==> src/rtl/hsl_pkg.sv <==
package hsl_pkg;

    localparam int DATA_W = 8;
    localparam int CTL_W  = 6;
    localparam int NLINES = 2;

    localparam logic ADDR_PORT = 1'b0;
    localparam logic ADDR_CTRL = 1'b1;

    // Control bits, MSB first: bit 5 down to bit 0
    typedef struct packed {
        logic l2_out;   // 5: line 2 is an output
        logic l2_sel;   // 4: line 2 edge polarity / direct-drive select
        logic l2_aux;   // 3: line 2 interrupt enable / drive level
        logic ddr;      // 2: direction register access select
        logic l1_rise;  // 1: line 1 rising edge select
        logic l1_en;    // 0: line 1 interrupt enable
    } ctl_t;

    typedef struct packed {
        logic rise;
        logic fall;
    } edge_t;

    function automatic ctl_t ctl_from_bus(input logic [DATA_W-1:0] d);
        return ctl_t'(d[CTL_W-1:0]);
    endfunction

    function automatic logic edge_hit(input logic rise_sel, input edge_t e);
        return rise_sel ? e.rise : e.fall;
    endfunction

    function automatic logic l2_level(input ctl_t c);
        return (c.l2_out && c.l2_sel) ? c.l2_aux : 1'b1;
    endfunction

endpackage

==> src/rtl/hsl_edge.sv <==
module hsl_edge
    import hsl_pkg::*;
#(
    parameter int STAGES = 2
) (
    input  logic  clk,
    input  logic  rst,
    input  logic  din,
    output edge_t ev
);

    localparam int CHAIN_W = STAGES + 1;

    // chain[STAGES-1] is the synchronized level, chain[STAGES] its previous value
    logic [CHAIN_W-1:0] chain;

    always_ff @(posedge clk) begin
        if (rst) begin
            chain <= '0;
        end else begin
            chain <= {chain[CHAIN_W-2:0], din};
        end
    end

    always_comb begin
        ev.rise = chain[STAGES-1] & ~chain[STAGES];
        ev.fall = ~chain[STAGES-1] & chain[STAGES];
    end

endmodule

==> src/rtl/hsl_flags.sv <==
module hsl_flags
    import hsl_pkg::*;
(
    input  logic       clk,
    input  logic       rst,
    input  ctl_t       ctl,
    input  edge_t      ev1,
    input  edge_t      ev2,
    input  logic       clr,
    output logic [1:0] flag,   // [1] = line 1, [0] = line 2
    output logic       irq_n
);

    logic set1, set2;

    always_comb begin
        set1 = edge_hit(ctl.l1_rise, ev1);
        set2 = ~ctl.l2_out & edge_hit(ctl.l2_sel, ev2);
    end

    always_ff @(posedge clk) begin
        if (rst) begin
            flag <= 2'b00;
        end else begin
            flag[1] <= set1 | (flag[1] & ~clr);
            flag[0] <= set2 | (flag[0] & ~clr);
        end
    end

    always_comb begin
        irq_n = ~((flag[1] & ctl.l1_en) | (flag[0] & ctl.l2_aux & ~ctl.l2_out));
    end

    // flag 1 only rises after the edge detector reported a transition
    p_flag1_from_edge_r3: assert property (@(posedge clk) disable iff (rst)
        $rose(flag[1]) |-> $past(ev1.rise | ev1.fall));

    // a clear with no coincident event empties flag 1
    p_clear_flag1_r7: assert property (@(posedge clk) disable iff (rst)
        (clr && !set1) |=> !flag[1]);

    // line 2 in output mode never raises its flag
    p_out_no_flag_r9: assert property (@(posedge clk) disable iff (rst)
        ctl.l2_out |=> !$rose(flag[0]));

endmodule

==> src/rtl/hsl_ctrl.sv <==
module hsl_ctrl
    import hsl_pkg::*;
#(
    parameter int SYNC_STAGES = 2
) (
    input  logic              clk,
    input  logic              rst,
    input  logic              bus_sel,
    input  logic              bus_wr,
    input  logic              bus_addr,
    input  logic [DATA_W-1:0] bus_wdata,
    output logic [DATA_W-1:0] bus_rdata,
    input  logic              line1_in,
    input  logic              line2_in,
    output logic              line2_out,
    output logic              line2_oe,
    output logic              ddr_sel,
    output logic              irq_n
);

    ctl_t        ctl;
    logic        ctl_wr, port_rd;
    logic [1:0]  flag;
    logic [NLINES-1:0] pins;
    edge_t       ev [NLINES];

    assign ctl_wr  = bus_sel &  bus_wr & (bus_addr == ADDR_CTRL);
    assign port_rd = bus_sel & ~bus_wr & (bus_addr == ADDR_PORT);
    assign pins    = {line2_in, line1_in};

    always_ff @(posedge clk) begin
        if (rst) begin
            ctl <= '0;
        end else if (ctl_wr) begin
            ctl <= ctl_from_bus(bus_wdata);
        end
    end

    for (genvar g = 0; g < NLINES; g++) begin : g_line
        hsl_edge #(.STAGES(SYNC_STAGES)) edge_i (
            .clk (clk),
            .rst (rst),
            .din (pins[g]),
            .ev  (ev[g])
        );
    end

    hsl_flags flags_i (
        .clk   (clk),
        .rst   (rst),
        .ctl   (ctl),
        .ev1   (ev[0]),
        .ev2   (ev[1]),
        .clr   (port_rd),
        .flag  (flag),
        .irq_n (irq_n)
    );

    assign bus_rdata = {flag, ctl};
    assign line2_oe  = ctl.l2_out;
    assign line2_out = l2_level(ctl);
    assign ddr_sel   = ctl.ddr;

    // the output enable follows bit 5 of the last control write
    p_oe_after_write_r8: assert property (@(posedge clk) disable iff (rst)
        ctl_wr |=> (line2_oe == $past(bus_wdata[5])));

    // the request only releases after an acknowledge or a control change
    p_irq_release_r6: assert property (@(posedge clk) disable iff (rst)
        $rose(irq_n) |-> $past(port_rd || ctl_wr));

endmodule

==> config.mk <==
export PLATFORM = sky130hd
export DESIGN_NAME = hsl_ctrl
export DESIGN_NICKNAME = d
export VERILOG_FILES = /design/src/rtl/hsl_pkg.sv /design/src/rtl/hsl_edge.sv /design/src/rtl/hsl_flags.sv /design/src/rtl/hsl_ctrl.sv
export SDC_FILE = /design/constraint.sdc
export NUM_CORES = 1
export LEC_CHECK = 0
export ABC_AREA = 1
export CELL_PAD_IN_SITES_DETAIL_PLACEMENT = 0
export CELL_PAD_IN_SITES_GLOBAL_PLACEMENT = 2
export CORE_ASPECT_RATIO = 1.1
export CORE_MARGIN = 5
export CORE_UTILIZATION = 20
export DETAILED_ROUTE_END_ITERATION = 8
export HOLD_SLACK_MARGIN = 0.15
export PLACE_DENSITY = 0.73
export SLEW_MARGIN = 20
export SYNTH_ARGS = -nofsm -noshare
export SYNTH_HDL_FRONTEND = slang
export SYNTH_HIERARCHICAL = 1
export SYNTH_SLANG_ARGS = --single-unit
==> constraint.sdc <==
create_clock -name clk -period 0.8 [get_ports clk]
set_input_delay 0.16 -clock clk [delete_from_list [all_inputs] [get_ports clk]]
set_output_delay 0.16 -clock clk [all_outputs]
set_load 0.1 [all_outputs]
Word level (Yosys, flattened, before mapping)
Cells that the tools add are included.

Mux-type cells: 3. Bitwise gates (word level): 26. Reductions and logical operators: 1.

Operator list (count): $and A1 B1 Y1 (14); $not A1 Y1 (9); $mux W1 (3); $or A1 B1 Y1 (3); $logic_and A1 B1 Y1 (1).

Register bits: 14. Bits of input ports: 15. Output and inout bits: 12.

Logic depth before layout (Yosys ltp)
Depth in word-level cells: 6. Depth in mapped cells: 6. Depth with buffers taken out: 6.

Cells and area by module
The synthesis kept the hierarchy.

By module, submodules not included: hsl_ctrl (area each 285.3 um^2, cells each 43, instances 1); hsl_edge (area each 93.8 um^2, cells each 12, instances 2); hsl_flags (area each 132.6 um^2, cells each 23, instances 1).

Worst setup path after synthesis
OpenSTA, ideal clock, no wires.

Path type: flip-flop to output port. From: register line2_oe (netlist name). To: output irq_n. Buffers on the path: 0. Stages on the path, launching flop included: 3. Path slack: -1.961 ns. Data required time: 0.640 ns. Arrival: 2.601 ns. Path through: dfxtp_1 nor2_1 a21oi_1.

Longest elaborated chain between the ends: 4.

RTL lines: $not A1 Y1 (RTL line hsl_flags.sv:31) `irq_n = ~((flag[1] & ctl.l1_en) | (flag[0] & ctl.l2_aux & ~ctl.l2_out));`; $and A1 B1 Y1 (RTL line hsl_flags.sv:31); $or A1 B1 Y1 (RTL line hsl_flags.sv:31); $not A1 Y1 (RTL line hsl_flags.sv:31); end, declared (RTL line hsl_ctrl.sv:18) `output logic irq_n`.

No other way between the ends.

Worst setup path in the final report
From: register flags_i.flag[0]. To: output irq_n.

Longest elaborated chain between the ends: 4.

RTL lines: start, declared (RTL line hsl_flags.sv:10) `output logic [1:0] flag,`; start signal, assigned (RTL line hsl_flags.sv:26) `flag[0] <= set2 | (flag[0] & ~clr);`; $and A1 B1 Y1 (2 in a row) (RTL line hsl_flags.sv:31); $or A1 B1 Y1 (RTL line hsl_flags.sv:31); $not A1 Y1 (RTL line hsl_flags.sv:31).

No other way between the ends.

==> metrics.md <==
| Metric | Value |
|---|---|
| TritonCTS clock tree | built |
| Comb power frac | 0.340 |
| Final setup vio count | 18 |
| Psw | 0.000585 W |
| CTS Hold Buffers Added | 0 |
| Failing checks | setup timing |
| Share of layout cells above drive strength 1 | 0.485 |
| Hold WS | 0.394 ns |
| RSZ-0062 raised after global routing | yes |
| Cell variety after synth | 11 |
| CTS root buf | clkbuf_4 |
| Worst vdd ir | 611 µV |
| Initial Utilization | 0.204 |
| Total Nets Final | 146 |
| Leak | 0.603 nW |
| Switching Fraction | 0.332 |
| Core box area | 0.00297 mm² |
| Final Power | 0.00177 W |
| FF+latch count, synth | 14 |
| CTS Buffer Depth | 2 |
| Mapped cell area | 606 µm² |
| Int Pwr | 0.00118 W |
| Grt ovf | 0 |
| Pin count of the biggest net entering global routing | 13 |
| Worst slew pin tran | 0.162 ns |
| Total wire length | 1510 µm |
| Detailed-route DRC error count | 0 |
| Period utilisation layout | 1.52 |
| PwrDens | 1370 mW/mm² |
| Post-synthesis sequential area ratio | 0.463 |
| Pre-Repair DR Iteration Count | 2 |
| Sequential power share | 0.429 |
| Met1 Wirelength | 619 µm |
| CP required | 0.64 ns |
| Max-cap violations | 0 |
| Via count | 613 |
| Hold Vio Cnt, Final | 0 |
| CP Capture Type | primary output |
| Die ar. | 0.00423 mm² |
| Status | complete, but fails checks |
| Slew Viols, Final | 0 |
| First-pass GRT wire length | 2580 µm |
| DIE WIDTH | 62.5 µm |
| Min Tclk post-route | 1.22 ns |
| GR Util All Layers | 0.0786 |
| Buffers on Ports | 24 |
| Avg Inst Size Synth | 6.73 µm² |
| Initial drt markers | 2 |
| Top sig layer | met4 |
| Cells after Synth | 90 |
| Critical path class | flip-flop to primary output |
| CTS Sinks | 14 |
| H-tree depth | 1 |
| Num ports | 27 |
| Vias in the first global route | 614 |
| Clock-pin slew on the worst setup and hold paths | 0.08 ns |
| Relative max-transition margin | 0.892 |
| Met3 WL | 72 µm |
| Initial antenna violation count | 0 |
| TNS Setup | -3.79 ns |
| Wire length on met2 | 809 µm |
| Worst setup margin | -0.416 ns |
| Dpl hpwl | 1160 µm |
| Fmax | 823 MHz |
| Avg WL per Cell | 9.22 µm |
| Via density per instance | 3.74 |
| Clock share of power | 0.231 |
| Clk_lat worst skew | 0.27 ns |
| Post-route ant nets | 0 |
| Row Count | 21 |
| Ant. Diodes | 0 |
| CTS Buf Count | 3 |
| Mapped Nets | 105 |
| Worst Skew | 0.00319 ns |
| Last weighted congestion value of the routability-driven placer | 0.692 |
| Worst hold path class | input pin to flip-flop |
| Yosys warns | 6 |
| Worst EP arrival | 1.06 ns |
| Area Overhead vs Synth | 113% |
| Setup crit start kind | flip-flop |
| Critical Path Fanout Max | 2 |
| DIE HEIGHT | 67.7 µm |
[synth_stat cells]
| library cell | number | area share |
|---|---|---|
| a21oi_1 | 1 | 0.0083 |
| a21oi_2 | 1 | 0.014 |
| buf_4 | 2 | 0.025 |
| buf_6 | 1 | 0.019 |
| dfxtp_1 | 14 | 0.46 |
| inv_1 | 23 | 0.14 |
| nand2_1 | 20 | 0.12 |
| nand3_1 | 2 | 0.017 |
| nand3_2 | 2 | 0.033 |
| nor2_1 | 23 | 0.14 |
| nor3b_1 | 1 | 0.012 |
[state kept, by name, indices dropped and copies added, names as in the netlist]
name and cells:
ddr_sel 1, line2_oe 1, bus_rdata 4, g_line.edge_i/chain 6, flags_i/flag 2
[worst paths after layout]
check                                                from                         to  slack (ns)  cells past startpoint
worst max-delay path                      flags_i/flag[0]                      irq_n       -0.42                      4
worst min-delay path                             line2_in  g_line[1].edge_i/chain[0]        0.39                      3
worst max register to register               bus_rdata[4]            flags_i/flag[0]       -0.13                      6
worst min register to register  g_line[0].edge_i/chain[0]  g_line[0].edge_i/chain[1]        0.41                      2
[layer usage]
| metal | vias to the layer above | track usage |
|---|---|---|
| li1 | 332 | - |
| met1 | 267 | 0.0944 |
| met2 | 12 | 0.126 |
| met3 | 2 | 0.0266 |
| met4 | 0 | 0.0398 |
| met5 | - | 0 |
[cells in the final DEF, fill, tap and decap left out]
cell type        netlist  layout
nor2_1                23      22
inv_1                 23      15
buf_12                 0      14
nand2_1               20      11
clkdlybuf4s50_1        0       9
nand2_2                0       8
dfxtp_4                0       8
buf_6                  1       8
inv_2                  0       7
dfxtp_1               14       6
buf_4                  2       5
clkbuf_4               0       3
dlygate4sd2_1          0       3
nand3_4                0       2
nand3_2                2       2
nor3b_2                0       1
clkinv_8               0       1
clkbuf_1               0       1
nand2_4                0       1
nor2_4                 0       1
a21oi_4                0       1
a21oi_2                1       1
[kinds of logic (layout without fill, tap and decap cells)]
group / Yosys count / after routing / share of synthesized area
flops: 14 / 14 / 0.463
simple gates: 48 / 48 / 0.329
buf+inv: 26 / 66 / 0.186
compound gates: 2 / 2 / 0.0227
[stage by stage]
step / cell area (µm²) / worst slack [ns] / std cells / util
finish: 1290 / -0.416 / 164 / 0.435
global route: 1290 / -0.482 / 164 / 0.435
CTS: 1250 / -0.435 / 164 / 0.423
detailed placement: 1140 / -0.485 / 153 / 0.383
global placement: 1140 / -0.468 / 153 / 0.383
floorplan: 687 / -0.518 / 90 / -
[worst max-delay path, cell delays in order (launching register included)]
cell,delay [ns]
dfxtp_4,0.36
nand2_4,0.07
nor2_4,0.04
a21oi_4,0.13
buf_12,0.19
[power groups by stage]
| stage | Sequential (W) | Combinational, W | Clock [W] |
|---|---|---|---|
| after floorplan | 0.000926 | 0.000147 | 0 |
| after global placement | 0.000776 | 0.000541 | 0 |
| after detailed placement | 0.000776 | 0.000543 | 0 |
| after CTS | 0.000758 | 0.000594 | 0.000443 |
| after global routing | 0.000765 | 0.000637 | 0.000480 |
| final | 0.000758 | 0.000600 | 0.000407 |
[layout make-up]
type / count / area [µm²]
Clock buffer: 4 / 26.3
Fill cell: 295 / 1680
Inverter: 23 / 98.8
Multi-Input combinational cell: 50 / 289
Sequential cell: 14 / 310
Tap cell: 34 / 42.5
Timing Repair Buffer: 39 / 524
[repair_timing]
item                                    in CTS  in global routing
resized for setup                           15                 14
endpoints found under the setup margin      20                 20
pin swaps                                    7                  4
buffers inserted                             7                  3
Note: power is estimated with default switching activity, not from simulation.
